`src/rtl/tvd_pkg.sv`:
```
package tvd_pkg;
  localparam int NUM_KINDS = 16;
  localparam int KIND_W    = $clog2(NUM_KINDS);
  localparam int VEC_W     = 14;
  localparam int INSN_BYTES = 4;

  typedef enum logic [KIND_W-1:0] {
    FK_RESET    = 4'd0,
    FK_MCHK     = 4'd1,
    FK_INTR     = 4'd2,
    FK_IACV     = 4'd3,
    FK_IMISS    = 4'd4,
    FK_IPAGE    = 4'd5,
    FK_DMISS2   = 4'd6,
    FK_DMISS1   = 4'd7,
    FK_UNALIGN  = 4'd8,
    FK_DPAGE    = 4'd9,
    FK_DACV     = 4'd10,
    FK_OPDEC    = 4'd11,
    FK_FPOFF    = 4'd12,
    FK_ARITH    = 4'd13,
    FK_OVF      = 4'd14,
    FK_PRIVCALL = 4'd15
  } fault_kind_e;

  // Handler offset for a fault kind.
  function automatic logic [VEC_W-1:0] vector_of(input logic [KIND_W-1:0] k);
    case (fault_kind_e'(k))
      FK_RESET:             vector_of = 14'h0001;
      FK_MCHK:              vector_of = 14'h0401;
      FK_INTR:              vector_of = 14'h0101;
      FK_IACV:              vector_of = 14'h0081;
      FK_IMISS, FK_IPAGE:   vector_of = 14'h0181;
      FK_DMISS2:            vector_of = 14'h0281;
      FK_DMISS1:            vector_of = 14'h0201;
      FK_UNALIGN:           vector_of = 14'h0301;
      FK_DPAGE, FK_DACV:    vector_of = 14'h0381;
      FK_OPDEC:             vector_of = 14'h0481;
      FK_FPOFF:             vector_of = 14'h0581;
      FK_ARITH, FK_OVF:     vector_of = 14'h0501;
      default:              vector_of = 14'h2001;
    endcase
  endfunction

  // Trap-class kinds resume after the faulting instruction.
  function automatic logic skips_insn(input logic [KIND_W-1:0] k);
    skips_insn = (k == FK_ARITH) || (k == FK_OVF) || (k == FK_PRIVCALL);
  endfunction

  function automatic logic [31:0] handler_addr(input logic [31:0] base,
                                               input logic [KIND_W-1:0] k);
    handler_addr = base + 32'(vector_of(k));
  endfunction
endpackage

```
`src/rtl/tvd_prio_arb.sv`:
```
module tvd_prio_arb #(
  parameter int N  = 16,
  parameter int IW = $clog2(N)
) (
  input  logic          clk,
  input  logic          rst_n,
  input  logic [N-1:0]  req,
  output logic [N-1:0]  grant,
  output logic [IW-1:0] idx,
  output logic          any
);
  logic [N:0] blocked;

  assign blocked[0] = 1'b0;
  for (genvar i = 0; i < N; i++) begin : g_chain
    assign grant[i]     = req[i] & ~blocked[i];
    assign blocked[i+1] = blocked[i] | req[i];
  end
  assign any = blocked[N];

  always_comb begin
    idx = '0;
    for (int i = N - 1; i >= 0; i--) begin
      if (req[i]) idx = IW'(i);
    end
  end

  // at most one grant, and only to a requester
  a_r3_grant_onehot: assert property (@(posedge clk) disable iff (!rst_n)
    $onehot0(grant));
  a_r3_grant_in_req: assert property (@(posedge clk) disable iff (!rst_n)
    (grant & ~req) == '0);
  a_r3_grant_matches_idx: assert property (@(posedge clk) disable iff (!rst_n)
    any |-> grant[idx]);
endmodule

```
`src/rtl/tvd_event_ctr.sv`:
```
module tvd_event_ctr #(
  parameter int CNT_W = 4
) (
  input  logic             clk,
  input  logic             rst_n,
  input  logic             inc,
  output logic [CNT_W-1:0] count
);
  localparam logic [CNT_W-1:0] CNT_MAX = '1;

  logic at_max;
  assign at_max = (count == CNT_MAX);

  always_ff @(posedge clk or negedge rst_n) begin
    if (!rst_n)              count <= '0;
    else if (inc && !at_max) count <= count + 1'b1;
  end

  // saturation holds
  a_r9_sat_hold: assert property (@(posedge clk) disable iff (!rst_n)
    at_max |=> (count == CNT_MAX));
  // one step per dispatch, no change otherwise
  a_r8_inc_step: assert property (@(posedge clk) disable iff (!rst_n)
    (inc && !at_max) |=> (count == CNT_W'($past(count) + 1'b1)));
  a_r8_idle_hold: assert property (@(posedge clk) disable iff (!rst_n)
    !inc |=> $stable(count));
endmodule

```
`src/rtl/trap_vector_dispatch.sv`:
```
module trap_vector_dispatch
  import tvd_pkg::*;
#(
  parameter int PC_W  = 32,
  parameter int CNT_W = 4
) (
  input  logic                       clk,
  input  logic                       rst_n,
  input  logic [NUM_KINDS-1:0]       fault_req,
  input  logic [NUM_KINDS-1:0]       fault_setra,
  input  logic                       priv_mode,
  input  logic [PC_W-1:0]            cur_pc,
  input  logic                       wr_en,
  input  logic                       wr_sel,
  input  logic [PC_W-1:0]            wr_data,
  output logic                       disp_valid,
  output logic [KIND_W-1:0]          disp_kind,
  output logic [PC_W-1:0]            new_pc,
  output logic [PC_W-1:0]            next_pc,
  output logic [PC_W-1:0]            exc_addr,
  output logic [PC_W-1:0]            priv_base,
  output logic [NUM_KINDS*CNT_W-1:0] event_counts
);
  localparam logic [PC_W-1:0] STEP = PC_W'(INSN_BYTES);

  // Named internal events
  logic [NUM_KINDS-1:0] grant;
  logic [KIND_W-1:0]    win_idx;
  logic                 any_req;
  logic                 save_ra;
  logic                 skip_fault;
  logic [PC_W-1:0]      win_target;
  logic [PC_W-1:0]      restart_base;
  logic [PC_W-1:0]      restart_next;
  logic                 wr_base_go;
  logic                 wr_exc_go;

  tvd_prio_arb #(.N(NUM_KINDS), .IW(KIND_W)) u_arb (
    .clk   (clk),
    .rst_n (rst_n),
    .req   (fault_req),
    .grant (grant),
    .idx   (win_idx),
    .any   (any_req)
  );

  assign save_ra      = fault_setra[win_idx] | ~priv_mode;
  assign skip_fault   = skips_insn(win_idx);
  assign win_target   = priv_base + PC_W'(vector_of(win_idx));
  assign restart_base = save_ra ? cur_pc : exc_addr;
  assign restart_next = skip_fault ? restart_base + STEP : restart_base;
  assign wr_base_go   = wr_en & ~any_req & ~wr_sel;
  assign wr_exc_go    = wr_en & ~any_req &  wr_sel;

  always_ff @(posedge clk or negedge rst_n) begin
    if (!rst_n) begin
      disp_valid <= 1'b0;
      disp_kind  <= '0;
      new_pc     <= '0;
      next_pc    <= '0;
    end else begin
      disp_valid <= any_req;
      if (any_req) begin
        disp_kind <= win_idx;
        new_pc    <= win_target;
        next_pc   <= win_target + STEP;
      end
    end
  end

  always_ff @(posedge clk or negedge rst_n) begin
    if (!rst_n)          exc_addr <= '0;
    else if (any_req)    exc_addr <= restart_next;
    else if (wr_exc_go)  exc_addr <= wr_data;
  end

  always_ff @(posedge clk or negedge rst_n) begin
    if (!rst_n)          priv_base <= '0;
    else if (wr_base_go) priv_base <= wr_data;
  end

  for (genvar k = 0; k < NUM_KINDS; k++) begin : g_ctr
    tvd_event_ctr #(.CNT_W(CNT_W)) u_ctr (
      .clk   (clk),
      .rst_n (rst_n),
      .inc   (grant[k]),
      .count (event_counts[k*CNT_W +: CNT_W])
    );
  end

  // valid follows request cycles
  a_r4_valid_after_req: assert property (@(posedge clk) disable iff (!rst_n)
    any_req |=> disp_valid);
  a_r4_idle_no_valid: assert property (@(posedge clk) disable iff (!rst_n)
    !any_req |=> !disp_valid);
  a_r4_target: assert property (@(posedge clk) disable iff (!rst_n)
    any_req |=> (new_pc == $past(priv_base) + PC_W'(vector_of(disp_kind))));
  a_r4_next_seq: assert property (@(posedge clk) disable iff (!rst_n)
    disp_valid |-> (next_pc == new_pc + STEP));
  // restart address saved or held
  a_r5_saved: assert property (@(posedge clk) disable iff (!rst_n)
    (any_req && save_ra && !skip_fault) |=> (exc_addr == $past(cur_pc)));
  a_r5_kept: assert property (@(posedge clk) disable iff (!rst_n)
    (any_req && !save_ra && !skip_fault) |=> $stable(exc_addr));
  // trap classes step past the instruction
  a_r6_skip: assert property (@(posedge clk) disable iff (!rst_n)
    (any_req && save_ra && skip_fault) |=> (exc_addr == $past(cur_pc) + STEP));
  // register port
  a_r10_exc_quiet: assert property (@(posedge clk) disable iff (!rst_n)
    (!any_req && !(wr_en && wr_sel)) |=> $stable(exc_addr));
  a_r10_base_blocked: assert property (@(posedge clk) disable iff (!rst_n)
    any_req |=> $stable(priv_base));
endmodule

```
`config.mk`:
```
export PLATFORM = sky130hd
export DESIGN_NAME = trap_vector_dispatch
export DESIGN_NICKNAME = d
export VERILOG_FILES = /design/src/rtl/tvd_pkg.sv /design/src/rtl/tvd_prio_arb.sv /design/src/rtl/tvd_event_ctr.sv /design/src/rtl/trap_vector_dispatch.sv
export SDC_FILE = /design/constraint.sdc
export NUM_CORES = 1
export LEC_CHECK = 0
export BUFFER_PORTS_ARGS = -buffer_cell sky130_fd_sc_hd__buf_4
export CAP_MARGIN = 5
export CORE_AREA = 2 2 192 156
export CTS_CLUSTER_SIZE = 28
export DETAILED_ROUTE_END_ITERATION = 12
export DIE_AREA = 0 0 194 158
export PLACE_DENSITY_LB_ADDON = 0.05
export SYNTH_ARGS = -nofsm -noshare
export SYNTH_HDL_FRONTEND = slang
export SYNTH_SLANG_ARGS = --single-unit
export TNS_END_PERCENT = 20
```
`constraint.sdc`:
```
create_clock -name clk -period 3.7 [get_ports clk]
set_clock_uncertainty 0.2 [all_clocks]
set_input_delay 0.37 -clock clk [delete_from_list [all_inputs] [get_ports clk]]
set_output_delay 0.37 -clock clk [all_outputs]
set_load 0.05 [all_outputs]
```
==> flow_summary.json <==
{
  "status": "finished with violations",
  "violations": "negative setup slack",
  "row_count": 56,
  "timing.final.crit_period_ns": 4.100,
  "route.met2.wl_mm": 15.60,
  "die_h_um": 158,
  "dpl.cell_count": 1998,
  "cp.required_ns": 3.81,
  "hold_viol": 0,
  "dieArea_mm2": 0.03065,
  "ant_nets": 0,
  "path_clk_slew_ns": 0.08,
  "htree_levels": 4,
  "tightest_slew_ns": 0.7293,
  "dr.pass1.iters": 5,
  "swShare_pct": 36.29,
  "fmax_mhz": 243.9,
  "wl_met3_mm": 1.943,
  "vias": 10717,
  "yosys_warnings": 0,
  "worstSetupPathType": "primary input to flip-flop",
  "p_int_w": 0.003781,
  "critPathArrivalTime_ns": 4.21,
  "ys_types": 71,
  "max_slew_margin_pct": 51.38,
  "crit_path_max_fanout": 5,
  "crit_path_start_kind": "primary input",
  "synthCells": 1223,
  "wl_per_cell_um": 17.50,
  "cts.sinks": 195,
  "setup_tns_ns": -5.369,
  "grt_pass1_vias": 10268,
  "leakage_nw": 8.131,
  "hpwl_mm": 28.36,
  "gp_congestion": 0.8184,
  "via_per_inst": 5.120,
  "insertion_delay_ns": 0.45,
  "grt_pass1_wl_mm": 57.42,
  "power_frac_comb_pct": 26.9,
  "post_synth.cell_area_avg_um2": 9.306,
  "grt_overflow": 0,
  "nNetsFinal": 1828,
  "highest_layer": "met4",
  "nFillCells": 2695,
  "grtUsageTotal_pct": 23.84,
  "clockBufferDepth": 2,
  "drv_slew": 0,
  "ys_top_cells_by_area": "dfrtp_1 43%, xnor2_1 7.4%, nand2_1 5.2%",
  "fin_ws_ns": -0.4003,
  "clockPowerShare_pct": 30.7,
  "total_power_w": 0.005935,
  "fin_cells": 2093,
  "portBuffers": 297,
  "grt_max_degree": 85,
  "clock-root-buffer": "clkbuf_16",
  "pre_cts_slack_ns": -0.9481,
  "die_w_um": 194,
  "drive_gt1_share_pct": 38.23,
  "setup_violations": 29,
  "drtIter0Drc": 550,
  "power.net_switching_w": 0.002153,
  "cts_buffers": 17,
  "cts_tree": "yes",
  "placed_cell_area_mm2": 0.01515,
  "async_flop_share_pct": 100.0,
  "antenna_found_initial": 0,
  "syn_area_mm2": 0.01138,
  "ys_seq_area_share_pct": 42.88,
  "core_mm2": 0.02887,
  "fin_area_mm2": 0.01663,
  "synth_edf_count": 0,
  "initial_core_util_pct": 39.42,
  "period_share_pct": 110.8,
  "met1_length_mm": 18.54,
  "syn_nets": 1348,
  "max-vdd-ir-drop_mv": 0.4482,
  "drc": 0,
  "synth-seq-cells": 195,
  "synth_top_cell_by_area": "dfrtp_1",
  "antenna_cells": 0,
  "drt_wl_total_mm": 36.62,
  "ios": 298,
  "ys.flop_type": "dfrtp_1",
  "hp-class": "primary input to flip-flop",
  "rsz0062_at_grt": "yes",
  "synth_top_area_share_pct": 42.88,
  "maxCapViolations": 0,
  "crit_path_end_kind": "flip-flop",
  "pwr_density_cell_mw_per_mm2": 356.9,
  "sequentialPowerShare_pct": 42.5,
  "area_growth_pct": 46.09
}
==> cells in the mapped netlist, types with 14 or more instances <==
master / count
nor3_1: 20
mux2i_1: 24
nand3_1: 81
o21ai_0: 60
mux2_2: 49
xor2_1: 65
and3_1: 32
nand4_1: 42
dfrtp_1: 195
ha_1: 24
clkbuf_1: 35
a22oi_1: 14
nor2_1: 107
a21oi_1: 52
buf_2: 15
xnor2_1: 96
nand2_1: 159
==> sequential cells by signal, summed over array words and instances, names as in the netlist <==
signal / flops
g_ctr.u_ctr.count: 64
exc_addr: 32
new_pc: 32
priv_base: 32
next_pc: 30
disp_kind: 4
disp_valid: 1
==> critical path, stage by stage <==
cell,delay [ns]
buf_6,0.11
nor4_4,0.28
o21ai_2,0.11
a311o_1,0.35
o21ai_1,0.20
o21ai_2,0.10
xnor2_2,0.14
ha_1,0.34
buf_4,0.13
nand3_2,0.07
or4_4,0.59
and3_4,0.23
o22ai_4,0.12
o21ai_2,0.09
or2_4,0.25
nor3_4,0.20
buf_4,0.17
buf_4,0.10
buf_4,0.10
xnor2_2,0.09
a21oi_1,0.07
==> kinds of logic (layout without fill, tap and decap cells) <==
group	count (synthesis)	in the layout	share of synthesized area (%)
buf+inv	72	565	2.682
compound gates	187	187	10.07
simple gates	511	511	22.38
xor+xnor	161	161	12.39
fa+ha+maj	24	24	2.639
flops	195	195	42.88
mux	73	73	6.959
==> cells in the final DEF (no fill, tap or decap), types with 13 or more instances in the layout <==
cell type,instances
nand3_1,74
nand4_1,42
nor2_1,99
xnor2_1,89
o21ai_0,48
xor2_1,60
and3_1,29
buf_4,479
mux2i_1,24
o21ai_1,13
dlygate4sd3_1,33
dfrtp_1,195
nand2_1,158
a21oi_1,50
mux2_2,49
nor3_1,16
ha_1,22
a22oi_1,14
clkbuf_16,17
==> layer usage <==
metal | vias to the layer above | GRT usage, %
met5 | - | 0
met1 | 5110 | 36.43
li1 | 5283 | -
met2 | 292 | 34.62
met4 | 0 | 5.772
met3 | 32 | 4.197
==> final timing paths <==
kind | from | to | slack [ns] | cells past startpoint
hold / removal | cur_pc[1] | exc_addr[1] | 0.08 | 3
min in group asynchronous | rst_n | g_ctr[4].u_ctr.count[2] | 0.32 | 2
max in group asynchronous | rst_n | exc_addr[15] | 1.98 | 3
setup reg to reg | priv_base[5] | next_pc[27] | 0.33 | 10
setup / recovery | fault_req[6] | next_pc[20] | -0.40 | 21
hold reg to reg | next_pc[2] | next_pc[2] | 0.28 | 1
==> cell type report <==
type	instances	area (um2)	share of cell area, %
multi-input combinational	956	6615	39.79
tap	377	471.7	2.837
clock inverter	15	137.6	0.8278
timing repair buffer	520	4045	24.33
inverter	13	51.30	0.3085
sequential	195	4880	29.35
clock buffer	17	425.4	2.559
==> stage by stage <==
step                hold slack, ns  util, %
floorplan                  -0.1256        -
global placement            0.2587    52.48
detailed placement          0.2642    52.48
CTS                      0.0007049    56.36
global route               0.07747    57.59
finish                     0.07942    57.59
==> repair_timing <==
item                       in CTS  in global routing
hold buffers                   32                  1
buffers inserted               19                 11
hold endpoints to repair      125                  1
resized for setup              26                 56
pin swaps                      21                 23
setup endpoints to repair      32                 40
gates cloned                    0                  0
==> power by group through the flow <==
| stage | Clock, W | Combinational (W) | Sequential, W |
|---|---|---|---|
| after floorplan | 0 | 0.000373 | 0.00309 |
| after global placement | 0 | 0.00153 | 0.00255 |
| after detailed placement | 0 | 0.00155 | 0.00255 |
| after CTS | 0.00188 | 0.00159 | 0.00252 |
| after global routing | 0.00196 | 0.00170 | 0.00255 |
| final | 0.00182 | 0.00159 | 0.00252 |
Power figures use the tool's default switching activity.
